<file path="config.mk">
export PLATFORM = sky130hd
export DESIGN_NAME = kwd_top
export DESIGN_NICKNAME = d
export VERILOG_FILES = /design/src/rtl/kwd_pkg.sv /design/src/rtl/kwd_keyseq.sv /design/src/rtl/kwd_cfg.sv /design/src/rtl/kwd_counter.sv /design/src/rtl/kwd_top.sv
export SDC_FILE = /design/constraint.sdc
export NUM_CORES = 1
export LEC_CHECK = 0
export BUFFER_PORTS_ARGS = -buffer_cell sky130_fd_sc_hd__clkbuf_2
export CELL_PAD_IN_SITES_DETAIL_PLACEMENT = 1
export CELL_PAD_IN_SITES_GLOBAL_PLACEMENT = 1
export CORE_MARGIN = 2
export CORE_UTILIZATION = 34
export CTS_BUF_LIST = sky130_fd_sc_hd__clkbuf_8
export DETAILED_ROUTE_END_ITERATION = 10
export HOLD_SLACK_MARGIN = 0.08
export PLACE_DENSITY = 0.77
export SKIP_CTS_REPAIR_TIMING = 1
export SKIP_LAST_GASP = 1
export SLEW_MARGIN = 30
export SYNTH_ARGS = -nofsm -noshare
export SYNTH_HDL_FRONTEND = slang
export SYNTH_SLANG_ARGS = --single-unit
</file>
<file path="constraint.sdc">
create_clock -name clk -period 8.37 [get_ports clk]
set_clock_uncertainty 0.05 [all_clocks]
set_input_delay 0.837 -clock clk [delete_from_list [all_inputs] [get_ports clk]]
set_output_delay 0.837 -clock clk [all_outputs]
set_load 0.005 [all_outputs]
</file>
<file path="src/rtl/kwd_pkg.sv">
package kwd_pkg;

    localparam int REG_W = 32;
    localparam int CNT_W = 16;

    // word indices on the register port
    localparam logic [1:0] WS_CTRL = 2'd0;
    localparam logic [1:0] WS_CNT  = 2'd1;
    localparam logic [1:0] WS_TOV  = 2'd2;
    localparam logic [1:0] WS_WIN  = 2'd3;

    // control word bit positions
    localparam int B_UPD     = 5;
    localparam int B_EN      = 7;
    localparam int B_SRC_LO  = 8;
    localparam int B_APPLIED = 10;
    localparam int B_UNLK    = 11;
    localparam int B_FLAG    = 14;

    // key words written to the counter word
    localparam logic [REG_W-1:0] KEY_REF_A = 32'h0000_A602;
    localparam logic [REG_W-1:0] KEY_REF_B = 32'h0000_B480;
    localparam logic [REG_W-1:0] KEY_UNL_A = 32'h0000_C520;
    localparam logic [REG_W-1:0] KEY_UNL_B = 32'h0000_D928;

    localparam int NSRC = 4;

    typedef enum logic [1:0] {
        SRC_BUS = 2'd0,
        SRC_LP  = 2'd1,
        SRC_HF  = 2'd2,
        SRC_EXT = 2'd3
    } tick_src_e;

    typedef enum logic [1:0] {
        SEQ_IDLE = 2'd0,
        SEQ_REF  = 2'd1,
        SEQ_UNL  = 2'd2
    } seq_e;

    typedef struct packed {
        logic             en;
        logic             upd;
        tick_src_e        src;
        logic [CNT_W-1:0] toval;
        logic [CNT_W-1:0] win;
    } cfg_t;

    typedef struct packed {
        logic refresh;
        logic unlock;
        logic bad;
    } key_ev_t;

    function automatic logic [REG_W-1:0] ctrl_word(input logic flag,
                                                   input logic unl,
                                                   input logic app,
                                                   input cfg_t c);
        logic [REG_W-1:0] w;
        w                  = '0;
        w[B_FLAG]          = flag;
        w[B_UNLK]          = unl;
        w[B_APPLIED]       = app;
        w[B_SRC_LO +: 2]   = c.src;
        w[B_EN]            = c.en;
        w[B_UPD]           = c.upd;
        return w;
    endfunction

endpackage

</file>
<file path="src/rtl/kwd_keyseq.sv">
module kwd_keyseq
    import kwd_pkg::*;
(
    input  logic             clk,
    input  logic             rst,
    input  logic             cnt_wr,
    input  logic [REG_W-1:0] wdata,
    output key_ev_t          ev
);

    seq_e st_q, st_d;

    always_comb begin
        st_d = st_q;
        ev   = '0;
        if (cnt_wr) begin
            st_d = SEQ_IDLE;
            if (wdata == KEY_REF_A) begin
                st_d = SEQ_REF;
            end else if (wdata == KEY_UNL_A) begin
                st_d = SEQ_UNL;
            end else if (st_q == SEQ_REF && wdata == KEY_REF_B) begin
                ev.refresh = 1'b1;
            end else if (st_q == SEQ_UNL && wdata == KEY_UNL_B) begin
                ev.unlock = 1'b1;
            end else begin
                ev.bad = 1'b1;
            end
        end
    end

    always_ff @(posedge clk) begin
        if (rst) st_q <= SEQ_IDLE;
        else     st_q <= st_d;
    end

endmodule

</file>
<file path="src/rtl/kwd_cfg.sv">
module kwd_cfg
    import kwd_pkg::*;
#(
    parameter int               UNLOCK_CYC = 256,
    parameter logic [CNT_W-1:0] TOVAL_RST  = 16'h1000
)(
    input  logic             clk,
    input  logic             rst,
    input  logic             bus_wr,
    input  logic [1:0]       word_sel,
    input  logic [REG_W-1:0] wdata,
    input  logic             unlock_ev,
    input  logic             set_flag,
    output cfg_t             cfg,
    output logic             unlocked,
    output logic             applied,
    output logic             flag,
    output logic             ctrl_apply
);

    localparam int               TMR_W    = $clog2(UNLOCK_CYC + 1);
    localparam logic [TMR_W-1:0] TMR_LAST = TMR_W'(UNLOCK_CYC - 1);

    logic [TMR_W-1:0] tmr_q;
    logic             wr_ctrl, wr_tov, wr_win, cfg_wr;

    assign wr_ctrl    = bus_wr && (word_sel == WS_CTRL);
    assign wr_tov     = bus_wr && (word_sel == WS_TOV);
    assign wr_win     = bus_wr && (word_sel == WS_WIN);
    assign cfg_wr     = unlocked && (wr_ctrl || wr_tov || wr_win);
    assign ctrl_apply = unlocked && wr_ctrl;

    // unlock window and its timer
    always_ff @(posedge clk) begin
        if (rst) begin
            unlocked <= 1'b0;
            tmr_q    <= '0;
        end else if (unlock_ev && cfg.upd) begin
            unlocked <= 1'b1;
            tmr_q    <= '0;
        end else if (unlocked) begin
            if (cfg_wr) begin
                tmr_q <= '0;
                if (ctrl_apply && !wdata[B_UPD]) unlocked <= 1'b0;
            end else if (tmr_q == TMR_LAST) begin
                unlocked <= 1'b0;
            end else begin
                tmr_q <= tmr_q + 1'b1;
            end
        end
    end

    // configuration fields
    always_ff @(posedge clk) begin
        if (rst) begin
            cfg     <= '{en: 1'b0, upd: 1'b1, src: SRC_BUS, toval: TOVAL_RST, win: '0};
            applied <= 1'b0;
        end else begin
            if (unlock_ev && cfg.upd) applied <= 1'b0;
            if (ctrl_apply) begin
                cfg.en  <= wdata[B_EN];
                cfg.upd <= wdata[B_UPD];
                cfg.src <= tick_src_e'(wdata[B_SRC_LO +: 2]);
                applied <= 1'b1;
            end
            if (unlocked && wr_tov) cfg.toval <= wdata[CNT_W-1:0];
            if (unlocked && wr_win) cfg.win   <= wdata[CNT_W-1:0];
        end
    end

    // sticky flag, set wins over write-one-to-clear
    always_ff @(posedge clk) begin
        if (rst)                          flag <= 1'b0;
        else if (set_flag)                flag <= 1'b1;
        else if (wr_ctrl && wdata[B_FLAG]) flag <= 1'b0;
    end

endmodule

</file>
<file path="src/rtl/kwd_counter.sv">
module kwd_counter
    import kwd_pkg::*;
(
    input  logic             clk,
    input  logic             rst,
    input  logic             en,
    input  tick_src_e        src,
    input  logic [CNT_W-1:0] toval,
    input  logic [NSRC-1:0]  tick_vec,
    input  logic             clear,
    output logic [CNT_W-1:0] cnt,
    output logic             fire
);

    logic [NSRC-1:0] hit;
    logic            tick;
    logic [CNT_W:0]  nxt;

    for (genvar g = 0; g < NSRC; g++) begin : g_src
        assign hit[g] = tick_vec[g] && (int'(src) == g);
    end

    assign tick = |hit;
    assign nxt  = {1'b0, cnt} + {{CNT_W{1'b0}}, 1'b1};
    assign fire = en && tick && !clear && (nxt >= {1'b0, toval});

    always_ff @(posedge clk) begin
        if (rst)                cnt <= '0;
        else if (clear || fire) cnt <= '0;
        else if (en && tick)    cnt <= nxt[CNT_W-1:0];
    end

endmodule

</file>
<file path="src/rtl/kwd_top.sv">
module kwd_top
    import kwd_pkg::*;
#(
    parameter int               UNLOCK_CYC = 256,
    parameter logic [CNT_W-1:0] TOVAL_RST  = 16'h1000
)(
    input  logic             clk,
    input  logic             rst,
    input  logic             bus_wr,
    input  logic [1:0]       bus_word,
    input  logic [REG_W-1:0] bus_wdata,
    output logic [REG_W-1:0] bus_rdata,
    input  logic             tick_lp,
    input  logic             tick_hf,
    input  logic             tick_ext,
    output logic             wdog_rst_o
);

    key_ev_t          ev;
    cfg_t             cfg_q;
    logic             unlocked, applied, flag_q, ctrl_apply;
    logic [CNT_W-1:0] cnt_q;
    logic             fire, early, bad_rst, cause;
    logic [NSRC-1:0]  tick_vec;

    assign tick_vec = {tick_ext, tick_hf, tick_lp, 1'b1};

    kwd_keyseq u_keys (
        .clk    (clk),
        .rst    (rst),
        .cnt_wr (bus_wr && (bus_word == WS_CNT)),
        .wdata  (bus_wdata),
        .ev     (ev)
    );

    kwd_cfg #(
        .UNLOCK_CYC (UNLOCK_CYC),
        .TOVAL_RST  (TOVAL_RST)
    ) u_cfg (
        .clk        (clk),
        .rst        (rst),
        .bus_wr     (bus_wr),
        .word_sel   (bus_word),
        .wdata      (bus_wdata),
        .unlock_ev  (ev.unlock),
        .set_flag   (cause),
        .cfg        (cfg_q),
        .unlocked   (unlocked),
        .applied    (applied),
        .flag       (flag_q),
        .ctrl_apply (ctrl_apply)
    );

    kwd_counter u_cnt (
        .clk      (clk),
        .rst      (rst),
        .en       (cfg_q.en),
        .src      (cfg_q.src),
        .toval    (cfg_q.toval),
        .tick_vec (tick_vec),
        .clear    (ctrl_apply || ev.refresh),
        .cnt      (cnt_q),
        .fire     (fire)
    );

    assign early   = ev.refresh && cfg_q.en && (cfg_q.win != '0) && (cnt_q < cfg_q.win);
    assign bad_rst = ev.bad && cfg_q.en && !unlocked;
    assign cause   = fire || early || bad_rst;

    always_ff @(posedge clk) begin
        if (rst) wdog_rst_o <= 1'b0;
        else     wdog_rst_o <= cause;
    end

    always_comb begin
        unique case (bus_word)
            WS_CTRL: bus_rdata = ctrl_word(flag_q, unlocked, applied, cfg_q);
            WS_CNT:  bus_rdata = {{(REG_W-CNT_W){1'b0}}, cnt_q};
            WS_TOV:  bus_rdata = {{(REG_W-CNT_W){1'b0}}, cfg_q.toval};
            default: bus_rdata = {{(REG_W-CNT_W){1'b0}}, cfg_q.win};
        endcase
    end

endmodule

</file>
# --- After elaboration in Yosys (flattened, before gate mapping) ---
# Cells that the tools add are included.
totals:
  in_bits: 40
  reg_bits: 67
  elab_cells: 93
classes:
  addsub: 2
  mux: 21
  reduce_logical: 42
  eq_ne: 14
  magnitude_cmp: 2
ops:
  columns: ["operator", "n"]
  rows:
  - ["$eq 32x16->1 const B", 4]
  - ["$pmux 16 s3", 1]
  - ["$logic_and 1x1->1", 24]
  - ["$mux 9", 2]
  - ["$add 16x1->17 const B", 1]
  - ["$ge 17x16->1", 1]
  - ["$lt 16x16->1", 1]
  - ["$reduce_bool 16->1", 1]
  - ["$mux 1", 12]
  - ["$eq 2x2->1 const B", 5]
  - ["$add 9x1->9 const B", 1]
  - ["$eq 9x8->1 const B", 1]
  - ["$mux 3", 3]
  - ["$eq 2x1->1 const B", 3]
  - ["$logic_or 1x1->1", 6]
  - ["$mux 2", 3]
  - ["$logic_not 2->1", 2]
  - ["$reduce_bool 2->1", 2]
  - ["$reduce_or 2->1", 2]
  - ["$reduce_or 4->1", 1]
  - ["$logic_not 1->1", 3]
  - ["$ne 2x1->1 const B", 1]
  - ["$reduce_and 2->1", 1]

# --- Logic depth before layout (Yosys ltp) ---
# Gate-level depths: netlist (run 1).
logic_depth:
  ltp_word: 14
  ltp_mapped: 13
  depth_no_buf: 12

# --- By module ---
# Synthesis (run 1) repeated with hierarchy kept, for this count alone.
hier_totals:
  cells_unflattened: 566
  area_unflattened_um2: 4679.5
modules_own_cells:
  columns: ["module", "cells_per_inst", "instances", "area_each_um2"]
  rows:
  - ["kwd_cfg", 227, 1, 1861.8]
  - ["kwd_counter", 182, 1, 1512.7]
  - ["kwd_top", 117, 1, 994.7]
  - ["kwd_keyseq", 40, 1, 310.3]

# --- Worst setup path before layout (run 1) ---
# No wires, ideal clock.
synth_path:
  path_kind: "flip-flop to flip-flop"
  from: "register u_cnt.cnt[0]"
  to: "register u_cnt.cnt[0]"
  synth_period_minus_slack_ns: 3.066
  required_time_ns: 8.188
  path_slack_ns: 5.304
  path_stages_with_launch: 14
  path_buffers: 1
  t_arrival_ns: 2.884
  path_cell_list: "dfxtp_1 > ha_1 > nand3_1 > nor4_1 > nand2_1 > xnor2_1 > ha_1 > nand4_1 > nor4_1 > nor3_1 > o211ai_1 > o21a_1 > clkbuf_1 > nor3_1"
synth_via:
  elab_chain_len: 5
synth_rtl:
  columns: ["element", "line_no", "text"]
  rows:
  - ["start: declaration", "kwd_counter.sv:11", "output logic [CNT_W-1:0] cnt,"]
  - ["start signal: assignment", "kwd_counter.sv:30", "else if (en && tick) cnt <= nxt[CNT_W-1:0];"]
  - ["$add 16x1->17", "kwd_counter.sv:24", "assign nxt = {1'b0, cnt} + {{CNT_W{1'b0}}, 1'b1};"]
  - ["net u_cnt.nxt[12]", "kwd_counter.sv:17", "logic [CNT_W:0] nxt;"]
  - ["$ge 17x16->1", "kwd_counter.sv:25", "assign fire = en && tick && !clear && (nxt >= {1'b0, toval});"]
  - ["$logic_and 1x1->1", "kwd_counter.sv:25", null]
  - ["$logic_or 1x1->1", "kwd_counter.sv:29", "else if (clear || fire) cnt <= '0;"]
  - ["$reduce_or 2->1 (no line)", null, null]
# The timed path passes the listed nets, and every way through them passes these cells.
# A chain may end at the register's enable or synchronous reset.

# --- Worst setup path in the final report (run 1) ---
# Same ends and word-level chain as after synthesis.

==> results of run 1 <==
cell usage after synthesis (2+ instances only):
cell type / n
mux4_2: 7
o31ai_1: 2
a21oi_1: 43
nand4_1: 14
clkbuf_1: 16
and3_1: 10
a21o_1: 3
dfxtp_1: 67
nor3_1: 24
a211o_1: 3
and2_1: 3
nor3b_1: 2
buf_4: 17
nor4_1: 11
nand2_1: 93
a2111oi_0: 4
nand3_1: 16
xnor2_1: 17
a211oi_1: 4
a22o_1: 9
nor4b_1: 2
ha_1: 34
o21a_1: 3
nor2_1: 36
buf_2: 3
nor4bb_1: 2
xor2_1: 19
nand2b_1: 4
mux2i_1: 6
o211ai_1: 2
inv_1: 40
o21ai_0: 15
sequential cells by signal, indices dropped and copies added (netlist names):
signal	cells
u_cfg.unlocked	1
u_cnt.cnt	16
u_cfg.flag	1
u_cfg.applied	1
wdog_rst_o	1
u_cfg.cfg	36
u_cfg.tmr_q	9
u_keys.st_q	2
worst paths after layout:
check	slack [ps]	endpoint	from	cells past startpoint
setup / recovery	4590	u_cnt.cnt[0]$_SDFFE_PP0P_	u_cnt.cnt[0]$_SDFFE_PP0P_	12
hold / removal	410	u_cfg.cfg[19]$_SDFFE_PP0P_	u_cfg.cfg[19]$_SDFFE_PP0P_	2
setup reg to reg	4590	u_cnt.cnt[0]$_SDFFE_PP0P_	u_cnt.cnt[0]$_SDFFE_PP0P_	12
hold reg to reg	410	u_cfg.cfg[19]$_SDFFE_PP0P_	u_cfg.cfg[19]$_SDFFE_PP0P_	2
stage by stage:
| step | util (%) | total power [mW] | cells | worst slack [ps] | instance area, um^2 |
|---|---|---|---|---|---|
| 3_3_place_gp | 37.37 | 0.3607 | 754 | 4874 | 4677 |
| 4_1_cts | 38.87 | 0.6245 | 770 | 4634 | 4866 |
| 6_report | 38.89 | 0.6190 | 770 | 4593 | 4868 |
| 5_1_grt | 38.89 | 0.6388 | 770 | 4234 | 4868 |
| 2_1_floorplan | - | 0.3479 | 561 | 5304 | 4373 |
| 3_5_place_dp | 37.39 | 0.3621 | 754 | 4680 | 4679 |
final cells by class:
| cell class | count | share of cell area, % |
|---|---|---|
| Tap cell | 172 | 4.420 |
| Sequential cell | 67 | 27.55 |
| Inverter | 41 | 3.161 |
| Clock inverter | 5 | 0.7196 |
| Clock buffer | 11 | 3.110 |
| Timing Repair Buffer | 58 | 6.065 |
| Multi-Input combinational cell | 416 | 54.97 |
metal layers:
metal / up-vias / track usage, % / part of all wire [%]
met1: 2021 / 27.41 / 44
met5: - / 0 / 0
li1: 1957 / - / -
met3: 31 / 3.373 / 4.7
met4: 0 / 8.314 / 3.0
met2: 145 / 35.54 / 48
where the power goes:
part	internal (mW)	switching, mW	total, mW
sequential	0.318	0.000000000000769	0.318
clock	0.125	0.139	0.264
combinational	0.0114	0.0253	0.0367
tightest hold or removal path, cell delays in order, from the launching register on:
cell and delay [ps]:
dfxtp_1 310, nand2_1 50, a21oi_1 50
cell families (layout without fill, tap and decap cells):
kind of cell	after synthesis	after routing	synth area share [%]
AND/OR/NAND/NOR	223	223	24.70
multiplexers	14	14	5.304
AO/OA/AOI/OAI	93	93	13.33
adder cells (fa/ha/maj)	34	34	9.855
flip-flops	67	67	31.07
XOR/XNOR	36	36	7.304
buffers and inverters	78	115	8.347
other	1	16	0.08687
==> results.cfg, run 1 <==
[run_status]
status = completed

[sta]
setup_tns_ps = 0
setup_violations = 0
fin_hold_ws_ps = 413.3
fmax_mhz = 264.8
hold_violations = 0
tightest_slew_ps = 911.8
slew_headroom_pct = 39.21
post-route-period-util_pct = 45.12
grt_setup_unrepaired = no
post-route-min-period_ps = 3777
drv_slew = 0

[placed_design]
place_hpwl_um = 10600
io_buffers = 56
gp_congestion = 0.9254

[yosys]
ys.flop_type = dfxtp_1
yosysTopAreaCellShare_pct = 31.07
synth-edff-count = 0
avgSynthCellArea_um2 = 7.906
synth-seq-area-share_pct = 31.07
yosys_warnings = 0
yosysTopAreaCell = dfxtp_1
netlist_area_um2 = 4317
syn_inst = 546
synth_top_cells_by_area = dfxtp_1, ha_1, nand2_1, a21oi_1, xor2_1
ys_ff_latch = 67
synth.distinct_cells = 47
async_flop_share_pct = 0

[cts]
cts_tree = built
cts_num_sinks = 67
clk_pin_slew_ps = 80
htree_num_levels = 3
cts-buffers-inserted = 9
cts.path.max_buffers = 2
clock_latency_ps = 370
root_buffer = clkbuf_8

[floorplanning]
die_h_um = 116.7
dieArea_um2 = 13610
start_util_pct = 34.49
ios = 73
die_width_um = 116.7
rows = 41
core_area_um2 = 12520

[layout]
seq_area_um2 = 1341
area_growth_syn_to_layout_pct = 12.78
antenna_cells = 0
drive_above_1_share_pct = 14.88
nNetsFinal = 667
layout_common_cells = nand2_1, dfxtp_1, clkbuf_2
fill_cells = 1592
multi_input_area_um2 = 2676
layout_commonest_cell = nand2_1

[setup_path]
cp_cell_sequence = ha_1 -> nand3_1 -> nor4_1 -> nand2_1 -> xnor2_1 -> ha_1 -> nand4_1 -> nor4_1 -> nor3_1 -> o211ai_1 -> o21a_1 -> nor3_1
cp_slowest_stage_delay_ps = 710
setup.worst_path.class = flip-flop to flip-flop
crit_fanout = 15
cp_top_family = simple AND/OR/NAND/NOR gates
crit_slowest_cell = nor4_1
cp-end-kind = flip-flop
arrival_ps = 3940
required_ps = 8540
worstSetupStartpointType = flip-flop
cp_num_buf_inv = 0

[drt]
avgViaCountPerCell = 5.395
vias = 4154
route.detailed.drc = 0
drt_pass1_iterations = 5
ant_nets = 0
drt_iter0_markers = 232
drt-total-wl_um = 13680
avgRoutedWirePerCell_um = 17.77

[global_route]
grt_max_degree = 45
antenna_found_initial = 0
grt_pass1_wl_um = 22040
grt_usage_pct = 21.21
grt_overflow = 0
grt_pass1_vias = 4198

[run]
drv_cap = 0

[power_and_ir_drop]
ir_drop_mv = 0.06398
power_density_nw_per_um2 = 127.1
p_leak_nw = 1.881

[min_path]
hold_path.class = flip-flop to flip-flop
(Power assumes the default switching activity.)
==> run 2: changes to the inputs <==
Settings changed: PLACE_DENSITY 0.77 to 0.79.
Clock period 8.37 ns to 3 ns, I/O delays scaled along.
==> run 2 against run 1 <==
Critical path type unchanged; die area is the same; sequential power increased to 2.8 times the previous value; wire length increased by 5.7%; worst setup slack lost 4700 ps; critical endpoint is now u_cnt.cnt[1]$_SDFFE_PP0P_; utilization is 3.0 points higher; highest routed layer unchanged; global-route usage is 0.19 points higher; the run now ends with setup timing left; non-clock buffer count up 26; sequential cell count is the same; combinational power rose to 2.9 times the previous value; sequential share of layout area is 1.9 points lower.
==> results.cfg, run 2 (synthesis results as in run 1) <==
[power_and_ir_drop]
p_seq_share_pct = 45.6
p_sw_uw = 466.1
p_sw_share_pct = 23.94
power.share.clock_pct = 49.0
ir_drop_mv = 0.1859
power_density_nw_per_um2 = 371.3
power_mw = 1.947
pwr-share-comb_pct = 5.4
p_leak_nw = 2.069
internal_power_mw = 1.481

[run_status]
status = complete, but fails checks
failed_checks = setup timing

[layout]
layout_commonest_cell = nand2_1
antenna_cells = 0
nNetsFinal = 694
regMostFlops = u_cfg.cfg
largestRegisters = u_cfg.cfg x36, u_cnt.cnt x16, u_cfg.tmr_q x9
area_growth_syn_to_layout_pct = 21.48
drive_above_1_share_pct = 21.12
layout_common_cells = nand2_1, dfxtp_1, clkbuf_2
largest_register_ffs = 36

[global_route]
grt_max_degree = 28
antenna_found_initial = 0
grt_overflow = 0
grt_pass1_vias = 4270
grt_usage_pct = 21.40
grt_pass1_wl_um = 22110

[sta]
setup_ws_ps = -150.4
drv_slew = 0
post-route-period-util_pct = 105.0
hold_violations = 0
fin_hold_ws_ps = 136.2
setup_tns_ps = -184.8
slew_headroom_pct = 51.20
post-route-min-period_ps = 3150
setup_violations = 4
fmax_mhz = 317.4
tightest_slew_ps = 729.8

[cts]
cts-buffers-inserted = 9
root_buffer = clkbuf_8
clk_pin_slew_ps = 80
cts_num_sinks = 67
htree_num_levels = 3
cts.path.max_buffers = 2
clock_latency_ps = 370
cts_tree = built

[setup_path]
setup.worst_path.class = flip-flop to flip-flop
crit_path_start = u_cnt.cnt[1]$_SDFFE_PP0P_
r2r_cells = 13
cpMostUsedCell = nor3_1
rr_startpoint = u_cnt.cnt[1]$_SDFFE_PP0P_
crit_slowest_cell = dfxtp_2
cp_top_family = simple AND/OR/NAND/NOR gates
cp_slowest_stage_delay_ps = 380
ff2ff_setup_slack_ps = -150
crit_path_end = u_cnt.cnt[1]$_SDFFE_PP0P_
cp_num_buf_inv = 1
cp_cell_sequence = ha_4 -> nand3_4 -> nor3_4 -> nand3_1 -> xnor2_1 -> ha_1 -> a211oi_2 -> nor2_1 -> nor3_1 -> o211ai_1 -> buf_4 -> o21a_2 -> nor3_1
required_ps = 3210
worstSetupStartpointType = flip-flop
cp.depth = 13
cp-end-kind = flip-flop
crit_fanout = 7
timing.rr.end = u_cnt.cnt[1]$_SDFFE_PP0P_
arrival_ps = 3360

[floorplanning]
ios = 73
dieArea_um2 = 13610
die_h_um = 116.7
start_util_pct = 34.49
rows = 41
core_area_um2 = 12520
die_width_um = 116.7

[drt]
ant_nets = 0
drt_iter0_markers = 221
avgViaCountPerCell = 5.302
route.detailed.drc = 0
avgRoutedWirePerCell_um = 18.14
drt-total-wl_um = 14460
drt_pass1_iterations = 4
vias = 4226

[placed_design]
place_hpwl_um = 10920
gp_congestion = 1.000
io_buffers = 56

[min_path]
hold_path.class = primary input to flip-flop

[run]
drv_cap = 0
## run 2: changes by cell type in the layout (fill, tap and decap cells not counted), moves of 3 or more
cell,delta
nor3_1,-6
buf_4,+26
bufinv_16,+3
nor3_2,+5
## run 2: layer usage
layer,GRT usage [%],share of wire (%),wire length [um],vias to the layer above
met3,4.619,4.3,620,33
met2,37.17,50,7200,118
met1,25.84,43,6212,2064
met4,8.392,2.9,423,0
met5,0,0,0,-
li1,-,-,-,2011
## run 2: tightest hold or removal path, cell delays in order
cell and delay [ps]:
clkbuf_2 110, nand2_1 60, a21oi_1 50
## run 2: worst min-delay path by stage
stage	from	end	slack, ps	cells past startpoint
after CTS	bus_wdata[0]	u_cfg.cfg[0]$_SDFFE_PP0P_	120	3
after global routing	bus_wdata[0]	u_cfg.cfg[0]$_SDFFE_PP0P_	140	3
after floorplan	bus_wdata[5]	u_cfg.cfg[34]$_SDFFE_PP1P_	370	1
final	bus_wdata[0]	u_cfg.cfg[0]$_SDFFE_PP0P_	140	3
after detailed placement	u_cfg.cfg[17]$_SDFFE_PP0P_	u_cfg.cfg[17]$_SDFFE_PP0P_	400	2
after global placement	u_cfg.cfg[20]$_SDFFE_PP0P_	u_cfg.cfg[20]$_SDFFE_PP0P_	390	2
## run 2: power by group through the flow
stage,combinational [mW],sequential [mW],clock [mW]
3_5_place_dp,0.103,0.909,0
3_3_place_gp,0.100,0.909,0
4_1_cts,0.104,0.888,0.969
5_1_grt,0.115,0.888,1.00
6_report,0.105,0.888,0.953
2_1_floorplan,0.0613,0.909,0
## run 2: cell type report
type | instances | area, um^2
multi-input cells | 417 | 2794
fillers | 1553 | 7273
inverters | 41 | 153.9
repair buffers | 84 | 490.5
well taps | 172 | 215.2
flip-flops and latches | 67 | 1344
clock buffers | 9 | 123.9
clock inverters | 7 | 122.6
## run 2: stage by stage
step                      cells  instance area (um^2)  setup WS, ps  utilization [%]
after floorplan             561                  4384         7.145                -
after global placement      776                  4853         55.76            38.77
after detailed placement    776                  4853        -237.1            38.77
after CTS                   792                  5100        -276.5            40.74
after global routing        797                  5244        -228.7            41.89
final                       797                  5244        -150.4            41.89
==> run 3: changes to the inputs <==
Settings changed: MAX_ROUTING_LAYER set to met4, REMOVE_ABC_BUFFERS set to 1.
==> run 3 against run 2 <==
The run still ends with setup timing left; utilization grew 0.24 points; total power is 4.0% lower; clock power decreased by 7.9%; sequential cell count unchanged; critical endpoint is now u_cnt.cnt[3]$_SDFFE_PP0P_; largest cell class unchanged; largest power group is now registers; highest routed layer unchanged.
==> results.cfg, run 3 (synthesis results as in run 1) <==
[run_status]
status = complete, but fails checks
failed_checks = setup timing

[drt]
drt_iter0_markers = 307
drt_pass1_iterations = 4
avgRoutedWirePerCell_um = 18.43
vias = 4207
drt-total-wl_um = 14640
avgViaCountPerCell = 5.298
route.detailed.drc = 0
ant_nets = 0

[floorplanning]
ios = 73
core_area_um2 = 12520
die_width_um = 116.7
dieArea_um2 = 13610
rows = 41
start_util_pct = 34.49
die_h_um = 116.7

[layout]
area_growth_syn_to_layout_pct = 22.17
largest_register_ffs = 36
largestRegisters = u_cfg.cfg x36, u_cnt.cnt x16, u_cfg.tmr_q x9
nNetsFinal = 692
layout_common_cells = nand2_1, dfxtp_1, clkbuf_2
finalNonFillerCells = 794
regMostFlops = u_cfg.cfg
drive_above_1_share_pct = 22.51
antenna_cells = 0
layout_commonest_cell = nand2_1

[min_path]
hold_path.class = primary input to flip-flop
holdPathStages = 3
hold_path_end = u_cfg.cfg[2]$_SDFFE_PP0P_
hold_start = bus_wdata[2]

[global_route]
grt_max_degree = 25
met1_usage_pct = 26.07
grt_pass1_wl_um = 22490
use_met2_pct = 36.98
met3_usage_pct = 4.255
grt_overflow = 0
grt_usage_pct = 22.24
antenna_found_initial = 0
grt-busiest-layer = met2
grt_pass1_vias = 4452

[cts]
clock_latency_ps = 370
cts.path.max_buffers = 2
cts-buffers-inserted = 9
cts_tree = built
clk_pin_slew_ps = 70
root_buffer = clkbuf_8
cts_num_sinks = 67
htree_num_levels = 3

[run]
drv_cap = 0

[setup_path]
timing.rr.end = u_cnt.cnt[3]$_SDFFE_PP0P_
crit_slowest_cell = a2111oi_1
setup.worst_path.class = flip-flop to flip-flop
cpMostUsedCell = nor3_2
crit_path_start = u_cnt.cnt[1]$_SDFFE_PP0P_
crit_fanout = 7
arrival_ps = 3270
ff2ff_setup_slack_ps = -70
worstSetupStartpointType = flip-flop
rr_startpoint = u_cnt.cnt[1]$_SDFFE_PP0P_
cp_cell_sequence = ha_4 -> nand3_4 -> nor3_2 -> buf_4 -> xor2_1 -> ha_1 -> nand4_1 -> inv_1 -> a2111oi_1 -> nor3_1 -> o21a_1 -> buf_6 -> nor3_2
required_ps = 3200
cp_slowest_stage_delay_ps = 390
cp-end-kind = flip-flop
r2r_cells = 13

[sta]
tightest_slew_ps = 736.2
drv_slew = 0
slew_headroom_pct = 50.77
post-route-min-period_ps = 3071
post-route-period-util_pct = 102.4
setup_tns_ps = -73.31
grt_setup_unrepaired = yes
setup_ws_ps = -71.20
setup_violations = 2
hold_violations = 0
fmax_mhz = 325.6

[power_and_ir_drop]
power_density_nw_per_um2 = 354.3
ir_drop_mv = 0.1685
p_leak_nw = 2.074

[placed_design]
io_buffers = 56
place_inst = 772
place_hpwl_um = 11200
gp_congestion = 0.8841
run 3: cell type report:
type,count,area (um^2)
Multi-Input combinational cell,416,2821
Timing Repair Buffer,83,498.0
Clock buffer,11,151.4
Tap cell,172,215.2
Sequential cell,67,1360
Clock inverter,4,73.82
Inverter,41,153.9
Fill cell,1558,7243
run 3: stage by stage:
stage / setup WS [ps] / cell area [um^2] / util [%] / total power [mW] / hold WS [ps]
after CTS: -326.3 / 5037 / 40.24 / 1.882 / 139.2
after detailed placement: -239.3 / 4812 / 38.44 / 1.013 / 401.1
after global placement: 101.5 / 4812 / 38.44 / 1.010 / 394.8
after global routing: -142.4 / 5274 / 42.13 / 1.932 / 157.0
final: -71.20 / 5274 / 42.13 / 1.868 / 151.7
after floorplan: 61.20 / 4167 / - / 0.9377 / 319.1
run 3: routing by layer:
layer | part of all wire (%) | vias up
met5 | 0 | -
met3 | 4.4 | 38
li1 | - | 2005
met1 | 43 | 2044
met4 | 3.6 | 0
met2 | 49 | 120
run 3: worst max-delay path: cells and delay by family, from the launching register on:
kind,cells,cell delay [ps]
and+or+nand+nor,5,850
AOI/OAI and AO/OA,2,630
adders and majority gates,2,440
buffers and inverters,3,400
DFF,1,370
xor gates and xnor gates,1,210
run 3: worst max-delay path by stage:
stage,to,slack [ps],depth (start not counted)
after detailed placement,u_cnt.cnt[3]$_SDFFE_PP0P_,-240,12
after CTS,u_cnt.cnt[3]$_SDFFE_PP0P_,-330,12
after floorplan,u_cnt.cnt[0]$_SDFFE_PP0P_,60,12
after global routing,u_cnt.cnt[3]$_SDFFE_PP0P_,-140,12
final,u_cnt.cnt[3]$_SDFFE_PP0P_,-70,13
after global placement,wdog_rst_o$_SDFF_PP0_,100,12
run 3: power breakdown:
group          total, mW    switching (mW)  leakage (nW)  internal, mW
combinational      0.105            0.0702          1.41        0.0351
clock              0.878             0.369         0.115         0.509
sequential         0.885  0.00000000000208         0.544         0.885
